`config.mk`:
```
export PLATFORM = sky130hd
export DESIGN_NAME = vwe_encoder
export DESIGN_NICKNAME = d
export VERILOG_FILES = /design/src/rtl/vwe_pkg.sv /design/src/rtl/vwe_tmin.sv /design/src/rtl/vwe_front.sv /design/src/rtl/vwe_dcbal.sv /design/src/rtl/vwe_encoder.sv
export SDC_FILE = /design/constraint.sdc
export NUM_CORES = 1
export LEC_CHECK = 0
export ABC_AREA = 1
export CORE_MARGIN = 3
export CORE_UTILIZATION = 45
export CTS_CLUSTER_SIZE = 8
export DETAILED_ROUTE_END_ITERATION = 8
export PLACE_DENSITY = 0.74
export SKIP_CTS_REPAIR_TIMING = 1
export SYNTH_ARGS = -nofsm -noshare
export SYNTH_HDL_FRONTEND = slang
export SYNTH_HIERARCHICAL = 1
export SYNTH_SLANG_ARGS = --single-unit
export TNS_END_PERCENT = 30
```
`constraint.sdc`:
```
create_clock -name clk -period 9.5 [get_ports clk]
set_input_delay 0.95 -clock clk [delete_from_list [all_inputs] [get_ports clk]]
set_output_delay 0.95 -clock clk [all_outputs]
set_load 0.02 [all_outputs]
```
`src/rtl/vwe_pkg.sv`:
```
package vwe_pkg;
  localparam int WORD_W  = 32;
  localparam int BYTE_W  = 8;
  localparam int SYM_W   = 10;
  localparam int QM_W    = BYTE_W + 1;
  localparam int NCH     = 3;
  localparam int SEL_BIT = 1;
  localparam int LIT_LSB = SEL_BIT + 1;

  localparam logic [SYM_W-1:0] CTL_SYM0 = 10'b1101010100;
  localparam logic [SYM_W-1:0] CTL_SYM1 = 10'b0010101011;
  localparam logic [SYM_W-1:0] CTL_SYM2 = 10'b0101010100;
  localparam logic [SYM_W-1:0] CTL_SYM3 = 10'b1010101011;

  function automatic logic [SYM_W-1:0] ctl_symbol(input logic [1:0] c);
    case (c)
      2'b00:   return CTL_SYM0;
      2'b01:   return CTL_SYM1;
      2'b10:   return CTL_SYM2;
      default: return CTL_SYM3;
    endcase
  endfunction
endpackage

```
`src/rtl/vwe_tmin.sv`:
```
module vwe_tmin
  import vwe_pkg::*;
(
  input  logic [BYTE_W-1:0] d,
  output logic [QM_W-1:0]   qm
);
  localparam int HALF = BYTE_W / 2;

  logic [$clog2(BYTE_W+1)-1:0] ones;
  logic                        use_xnor;
  logic [BYTE_W-1:0]           chain;

  always_comb begin
    ones = '0;
    for (int i = 0; i < BYTE_W; i++) ones = ones + ($clog2(BYTE_W+1))'(d[i]);
  end

  assign use_xnor = (ones > HALF) || ((ones == HALF) && !d[0]);

  always_comb begin
    chain[0] = d[0];
    for (int i = 1; i < BYTE_W; i++)
      chain[i] = use_xnor ? ~(chain[i-1] ^ d[i]) : (chain[i-1] ^ d[i]);
  end

  assign qm = {~use_xnor, chain};
endmodule

```
`src/rtl/vwe_front.sv`:
```
module vwe_front
  import vwe_pkg::*;
(
  input  logic                            clk,
  input  logic                            rst,
  input  logic                            in_valid,
  input  logic [WORD_W-1:0]               in_word,
  input  logic                            direct_mode,
  input  logic                            blank,
  input  logic [2*NCH-1:0]                ctl,
  output logic                            s1_valid,
  output logic                            s1_blank,
  output logic                            s1_lit,
  output logic [2*NCH-1:0]                s1_ctl,
  output logic [NCH-1:0][SYM_W-1:0]       s1_raw,
  output logic [NCH-1:0][QM_W-1:0]        s1_qm
);
  logic [WORD_W-1:0]         eff;
  logic [NCH-1:0][QM_W-1:0]  qm_c;
  logic                      unused_bit0;

  // Direct colour words lose their low byte, so the select bit reads 0.
  assign eff         = direct_mode ? {in_word[WORD_W-1:BYTE_W], {BYTE_W{1'b0}}} : in_word;
  assign unused_bit0 = eff[0];

  for (genvar ch = 0; ch < NCH; ch++) begin : g_ch
    vwe_tmin u_tmin (
      .d  (eff[BYTE_W*(ch+1) +: BYTE_W]),
      .qm (qm_c[ch])
    );

    always_ff @(posedge clk) begin
      if (rst) begin
        s1_raw[ch] <= '0;
        s1_qm[ch]  <= '0;
      end else if (in_valid) begin
        s1_raw[ch] <= eff[LIT_LSB + SYM_W*ch +: SYM_W];
        s1_qm[ch]  <= qm_c[ch];
      end
    end
  end

  always_ff @(posedge clk) begin
    if (rst) begin
      s1_valid <= 1'b0;
      s1_blank <= 1'b0;
      s1_lit   <= 1'b0;
      s1_ctl   <= '0;
    end else begin
      s1_valid <= in_valid;
      if (in_valid) begin
        s1_blank <= blank;
        s1_lit   <= eff[SEL_BIT];
        s1_ctl   <= ctl;
      end
    end
  end
endmodule

```
`src/rtl/vwe_dcbal.sv`:
```
module vwe_dcbal
  import vwe_pkg::*;
#(
  parameter int DISP_W = 6
) (
  input  logic                     clk,
  input  logic                     rst,
  input  logic                     en,
  input  logic                     blank,
  input  logic                     lit,
  input  logic [1:0]               ctl,
  input  logic [SYM_W-1:0]         raw,
  input  logic [QM_W-1:0]          qm,
  output logic [SYM_W-1:0]         sym_o,
  output logic signed [DISP_W-1:0] disp_o
);
  localparam int CNT_W = $clog2(BYTE_W + 1);
  localparam logic signed [DISP_W-1:0] TWO  = DISP_W'(2);
  localparam logic signed [DISP_W-1:0] FULL = DISP_W'(BYTE_W);

  logic [CNT_W-1:0]          ones;
  logic signed [DISP_W-1:0]  ones_s, bal, two_q, two_nq, disp_n;
  logic [SYM_W-1:0]          enc;
  logic                      q8;
  logic [BYTE_W-1:0]         qd;

  assign q8 = qm[BYTE_W];
  assign qd = qm[BYTE_W-1:0];

  always_comb begin
    ones = '0;
    for (int i = 0; i < BYTE_W; i++) ones = ones + CNT_W'(qd[i]);
  end

  assign ones_s = DISP_W'(ones);
  assign bal    = (ones_s <<< 1) - FULL;
  assign two_q  = q8 ? TWO : '0;
  assign two_nq = q8 ? '0 : TWO;

  always_comb begin
    if ((disp_o == '0) || (bal == '0)) begin
      enc    = {~q8, q8, (q8 ? qd : ~qd)};
      disp_n = q8 ? (disp_o + bal) : (disp_o - bal);
    end else if (((disp_o > 0) && (bal > 0)) || ((disp_o < 0) && (bal < 0))) begin
      enc    = {1'b1, q8, ~qd};
      disp_n = disp_o + two_q - bal;
    end else begin
      enc    = {1'b0, q8, qd};
      disp_n = disp_o - two_nq + bal;
    end
  end

  always_ff @(posedge clk) begin
    if (rst) begin
      sym_o  <= '0;
      disp_o <= '0;
    end else if (en) begin
      if (blank) begin
        sym_o  <= ctl_symbol(ctl);
        disp_o <= '0;
      end else if (lit) begin
        sym_o  <= raw;
      end else begin
        sym_o  <= enc;
        disp_o <= disp_n;
      end
    end
  end
endmodule

```
`src/rtl/vwe_encoder.sv`:
```
module vwe_encoder
  import vwe_pkg::*;
#(
  parameter int DISP_W = 6
) (
  input  logic              clk,
  input  logic              rst,
  input  logic              in_valid,
  input  logic [31:0]       in_word,
  input  logic              direct_mode,
  input  logic              blank,
  input  logic [5:0]        ctl,
  output logic              out_valid,
  output logic [9:0]        sym0,
  output logic [9:0]        sym1,
  output logic [9:0]        sym2
);
  logic                        s1_valid, s1_blank, s1_lit;
  logic [2*NCH-1:0]            s1_ctl;
  logic [NCH-1:0][SYM_W-1:0]   s1_raw;
  logic [NCH-1:0][QM_W-1:0]    s1_qm;
  logic [NCH-1:0][SYM_W-1:0]   sym_arr;
  logic [NCH*DISP_W-1:0]       disp_flat;

  vwe_front u_front (
    .clk         (clk),
    .rst         (rst),
    .in_valid    (in_valid),
    .in_word     (in_word),
    .direct_mode (direct_mode),
    .blank       (blank),
    .ctl         (ctl),
    .s1_valid    (s1_valid),
    .s1_blank    (s1_blank),
    .s1_lit      (s1_lit),
    .s1_ctl      (s1_ctl),
    .s1_raw      (s1_raw),
    .s1_qm       (s1_qm)
  );

  for (genvar ch = 0; ch < NCH; ch++) begin : g_lane
    logic signed [DISP_W-1:0] disp_ch;

    vwe_dcbal #(.DISP_W(DISP_W)) u_dcbal (
      .clk    (clk),
      .rst    (rst),
      .en     (s1_valid),
      .blank  (s1_blank),
      .lit    (s1_lit),
      .ctl    (s1_ctl[2*ch +: 2]),
      .raw    (s1_raw[ch]),
      .qm     (s1_qm[ch]),
      .sym_o  (sym_arr[ch]),
      .disp_o (disp_ch)
    );

    assign disp_flat[DISP_W*ch +: DISP_W] = disp_ch;
  end

  always_ff @(posedge clk) begin
    if (rst) out_valid <= 1'b0;
    else     out_valid <= s1_valid;
  end

  assign sym0 = sym_arr[0];
  assign sym1 = sym_arr[1];
  assign sym2 = sym_arr[2];
endmodule

```
Word level (Yosys, flattened, before mapping)
Index checks and enable logic that the tools add are counted.
Word-level totals
  bits in registers: 115
  input bits: 43
  output and inout bits: 31
  logic and storage cells: 248
Cells by class
  add/subtract/negate cells: 63
  order comparisons: 15
  eq/ne operators: 10
  muxes and demuxes: 61
  bitwise logic cells: 51
  reductions and logical operators: 31
Operators by type and width (count)
  $add A4 B1 Y4: 30
  $mux W10: 12
  $mux W6: 15
  $pmux W10 S3: 3
  $add A6 B6 Y6: 6
  $gt A6 B1 Y1 const B: 6
  $logic_not A6 Y1: 6
  $lt A6 B1 Y1 const B: 6
  $sub A6 B6 Y6: 6
  $mux W8: 4
  $not A1 Y1: 27
  $not A8 Y8: 3
  $mux W1: 21
  $xor A1 B1 Y1: 21
  $add A6 B3 Y6: 3
  $sub A5 B4 Y6 const B: 3
  $sub A6 B3 Y6: 3
  $add A1 B1 Y2: 6
  $add A3 B1 Y4: 3
  $eq A4 B3 Y1 const B: 3
  $gt A4 B3 Y1 const B: 3
  $mux W2: 6
  $add A2 B1 Y3: 3
  $logic_and A1 B1 Y1: 9
  other kinds (7): 23

Logic depth before layout (Yosys ltp)
  depth after elaboration: 29
  mapped depth: 25

Hierarchy
Netlist, hierarchy kept.
Modules (own cells, without submodules)
  vwe_front: times used 1, cells each 285, area each 2307.2 um2, seq. area each 1321.3 um2
  vwe_dcbal (g_lane[0].u_dcbal): times used 1, cells each 302, area each 2053.2 um2, seq. area each 300.3 um2
  vwe_dcbal (g_lane[1].u_dcbal): times used 1, cells each 303, area each 2014.4 um2, seq. area each 300.3 um2
  vwe_dcbal (g_lane[2].u_dcbal): times used 1, cells each 303, area each 2003.2 um2, seq. area each 300.3 um2
  vwe_tmin: times used 3, cells each 60, area each 435.4 um2, seq. area each 0.0 um2
  vwe_encoder: times used 1, cells each 3, area each 30.0 um2, seq. area each 20.0 um2

Worst setup path before layout
Ideal clock, no wire load.
  path kind: reg2reg
  start: reg u_front/s1_qm[0] in the netlist's numbering
  end: reg g_lane[0].u_dcbal.disp_o[5]
  setup time: 0.116 ns
  arrival: 4.313 ns
  required time: 9.384 ns
  slack: 5.071 ns
  stages on the path, launching flop included: 26
  path buffers: 0
  clock period less this slack: 4.429 ns
  cell sequence: dfxtp_1 fa_1 inv_1 fa_1 fa_1 inv_1 ha_1 fa_1 or2_2 nand2_1 inv_1 ha_1 inv_1 nand2_1 nand2_1 ha_1 nand2_1 nand2_1 nor2_1 nand2_1 nand2_1 nand2_1 nand2_1 nand2_1 nand2_1 a21oi_1
Between the ends
  longest elaborated chain between the ends: 15
  elaborated cells between the ends (all ways): 24
  classes of those cells: 12 x add/sub; 2 x order compare; 5 x mux; 5 x reduce/logical
RTL lines
  from (decl): RTL line vwe_front.sv:16  | output logic [NCH-1:0][QM_W-1:0] s1_qm
  from (signal, indexed assignment): RTL line vwe_front.sv:38  | s1_qm[ch] <= qm_c[ch];
  $add A1 B1 Y2 *: RTL line vwe_dcbal.sv:32  | for (int i = 0; i < BYTE_W; i++) ones = ones + CNT_W'(qd[i]);
  $add A4 B1 Y4 * (6 in a row): RTL line vwe_dcbal.sv:32
  $sub A5 B4 Y6 *: RTL line vwe_dcbal.sv:36  | assign bal = (ones_s <<< 1) - FULL;
  $gt A6 B1 Y1 or $lt A6 B1 Y1 (tied branches): RTL line vwe_dcbal.sv:44  | end else if (((disp_o > 0) && (bal > 0)) || ((disp_o < 0) && (bal < 0))) begin
  $logic_and A1 B1 Y1: RTL line vwe_dcbal.sv:44
  $logic_or A1 B1 Y1: RTL line vwe_dcbal.sv:44
  $mux W6: RTL line vwe_dcbal.sv:44
  $mux W6 *: RTL line vwe_dcbal.sv:41  | if ((disp_o == '0) || (bal == '0)) begin
  $mux W6 *: RTL line vwe_dcbal.sv:61  | end else if (lit) begin
  $mux W6 *: RTL line vwe_dcbal.sv:58  | if (blank) begin
  to (signal assigned): RTL line vwe_dcbal.sv:65  | disp_o <= disp_n;
  to (decl): RTL line vwe_dcbal.sv:15  | output logic signed [DISP_W-1:0] disp_o
Mark *: on every way between the ends. The rest lies on a longest branch, timed or not. The select of a mux whose other input is x is not followed.
A chain may end at the register's enable or synchronous reset.

Final worst setup path
Same ends and word-level chain as after synthesis.

==> impl_results.md <==
- Final WL: around 22000 um
- Synthesis Warnings: 6
- Routability congestion estimate: around 0.86
- Worst Path Class, Setup: reg -> reg
- Die W: roughly 150 um
- First-pass GRT wire length: 38500 um
- CTS root buf: clkbuf_16
- Worst Setup Start Kind: flop
- Antenna cells: 0
- Average vias per placed instance: about 5.1
- Routed WL per cell: around 13 um
- Global route total overflow: 0
- H-tree depth: 3
- CTS tree: yes
- Drt first pass iters: 5
- DP Wirelength: 17200 um
- Max Slew Vio Count: 0
- DRC errors left: 0
- Post-layout worst setup margin: 4.59 ns
- Max clock buf depth: 2
- Chip height: between 150 and 200 um
- M3 GR Usage: 0.0258
- RSZ-0062 raised after global routing: no
- Status: finished clean
- Vias in the first global route: between 8000 and 9000
- Share of layout cells above drive strength 1: 0.0856
- Core region area: between 20000 and 25000 um2
- Via Count: roughly 8700
- Busiest layer in global routing: met2
- Met2 GRT Util: 0.332
- Rows: between 50 and 60
- Min Tclk post-route: slightly below 5 ns
- Crit. End Element: flop
- Worst Path Arrival: about 5 ns
- Initial Util: 0.459
- Initial antenna violation count: 0
- Overall Power: around 3.4 mW
- Max-Cap Viols: 0
- Hold/Removal Path Class: reg -> reg
- Max Clock Freq: slightly above 200 MHz
- Final Hold Vio Count: 0
- Synthesized area per cell: between 7 and 8 um2
- WP data required: between 9 and 10 ns
- Total Routing Usage GR: 0.193
- Pwr Density: ~310 nW/um2
- Leak: 5.46 nW
- Clock latency on the worst-skew pair: ~0.36 ns
- Clock skew: roughly 0.016 ns
- Mapped Cells: between 1000 and 1500
- Final period util: 0.517
- ANT nets after route: 0
- Iter 0 DRT Violations: 400
- Worst relative slew slack: 0.241
- Largest net degree at the start of global routing: 67
- CP Max Fanout: 5
- Area added between synthesis and finish: 12.0%
- Die Area: ~23000 um2
- Clock transition at the registers of the reported paths: ~0.090 ns
- Peak supply drop: ~120 uV
- Sink Count: 112
- Net count after synthesis: approximately 1500
- Final net count: approximately 1600
- GRT met1 Usage: 0.257
- Final Setup Violations: 0
- Boundary pin count: 74
- Tightest Pin Transition: approximately 1.1 ns
- Mapped cell area: 9680 um2
- TritonCTS Buffers: 9
- Port bufs: 72
- Pre-CTS setup slack: approximately 4.6 ns
- Setup TNS: 0 ns
## layout make-up
cell class,count,area (um2)
Tap cell,275,344
Clock inverter,6,96.3
Fill cell,2066,10200
Inverter,213,800
Timing Repair Buffer,77,748
Multi-Input combinational cell,1007,6370
Clock buffer,10,239
Sequential cell,112,2240
## sequential cells by signal, summed over array words and instances, names as in the netlist
name and flops:
u_front/s1_blank 1, u_front/s1_lit 1, g_lane.u_dcbal/sym_o 30, out_valid 1, u_front/s1_raw 30, u_front/s1_ctl 6, g_lane.u_dcbal/disp_o 15, u_front/s1_valid 1
u_front/s1_qm 27
## routing by layer
layer | share of wire | vias to the layer above | wire (um)
met5 | 0 | - | 0
met3 | 0.039 | 26 | 877
met2 | 0.48 | 153 | 10800
met1 | 0.46 | 4074 | 10300
li1 | - | 4477 | -
met4 | 0.015 | 0 | 346
## per-stage QoR
step | hold WS (ns) | instances | instance area (um2) | utilization
final | 0.465 | 1700 | 10800 | 0.514
after global routing | 0.488 | 1700 | 10800 | 0.514
after CTS | 0.466 | 1700 | 10800 | 0.514
after global placement | 0.450 | 1684 | 10500 | 0.498
after detailed placement | 0.456 | 1684 | 10500 | 0.498
after floorplan | 0.436 | 1370 | 9680 | -
## worst paths after layout
kind / from / end / slack, ns / depth (start not counted)
hold reg to reg: u_front/s1_qm[16] / u_front/s1_qm[16] / 0.47 / 2
setup / recovery: u_front/s1_qm[0] / g_lane[0].u_dcbal/disp_o[5] / 4.59 / 25
hold / removal: u_front/s1_qm[16] / u_front/s1_qm[16] / 0.47 / 2
setup reg to reg: u_front/s1_qm[0] / g_lane[0].u_dcbal/disp_o[5] / 4.59 / 25
## where the power goes
part / switching (mW) / total (mW) / internal [mW]
clock: 0.199 / 0.419 / 0.221
sequential: 0.0898 / 0.630 / 0.540
combinational: 1.44 / 2.32 / 0.879
## layout by cell type, fill, tap and decap left out, types with 6 or more instances in the layout
cell type	n
nand4_1	11
nand3_4	6
nand2_4	21
clkdlybuf4s50_1	70
nor2_2	7
xor2_1	24
inv_2	22
dfxtp_1	112
nand2_1	378
nand3_2	13
clkbuf_16	9
nand3_1	124
o21ai_0	47
nor2_1	51
ha_1	93
nand2_2	11
inv_1	191
fa_1	39
a21oi_1	139
## critical path, stage by stage, from the launching register on
cell and delay [ns]:
dfxtp_1 0.36, fa_1 0.54, inv_1 0.05, fa_1 0.45
fa_1 0.49, inv_1 0.04, ha_1 0.20, fa_1 0.38
or2_2 0.28, nand2_1 0.14, inv_1 0.13, ha_1 0.37
inv_1 0.12, nand2_1 0.14, nand2_1 0.08, ha_1 0.34
nand2_1 0.10, nand2_1 0.05, nor2_1 0.12, nand2_1 0.06
nand2_1 0.05, nand2_1 0.04, nand2_1 0.07, nand2_1 0.05
nand2_1 0.07, a21oi_1 0.05
(Power assumes the default switching activity.)
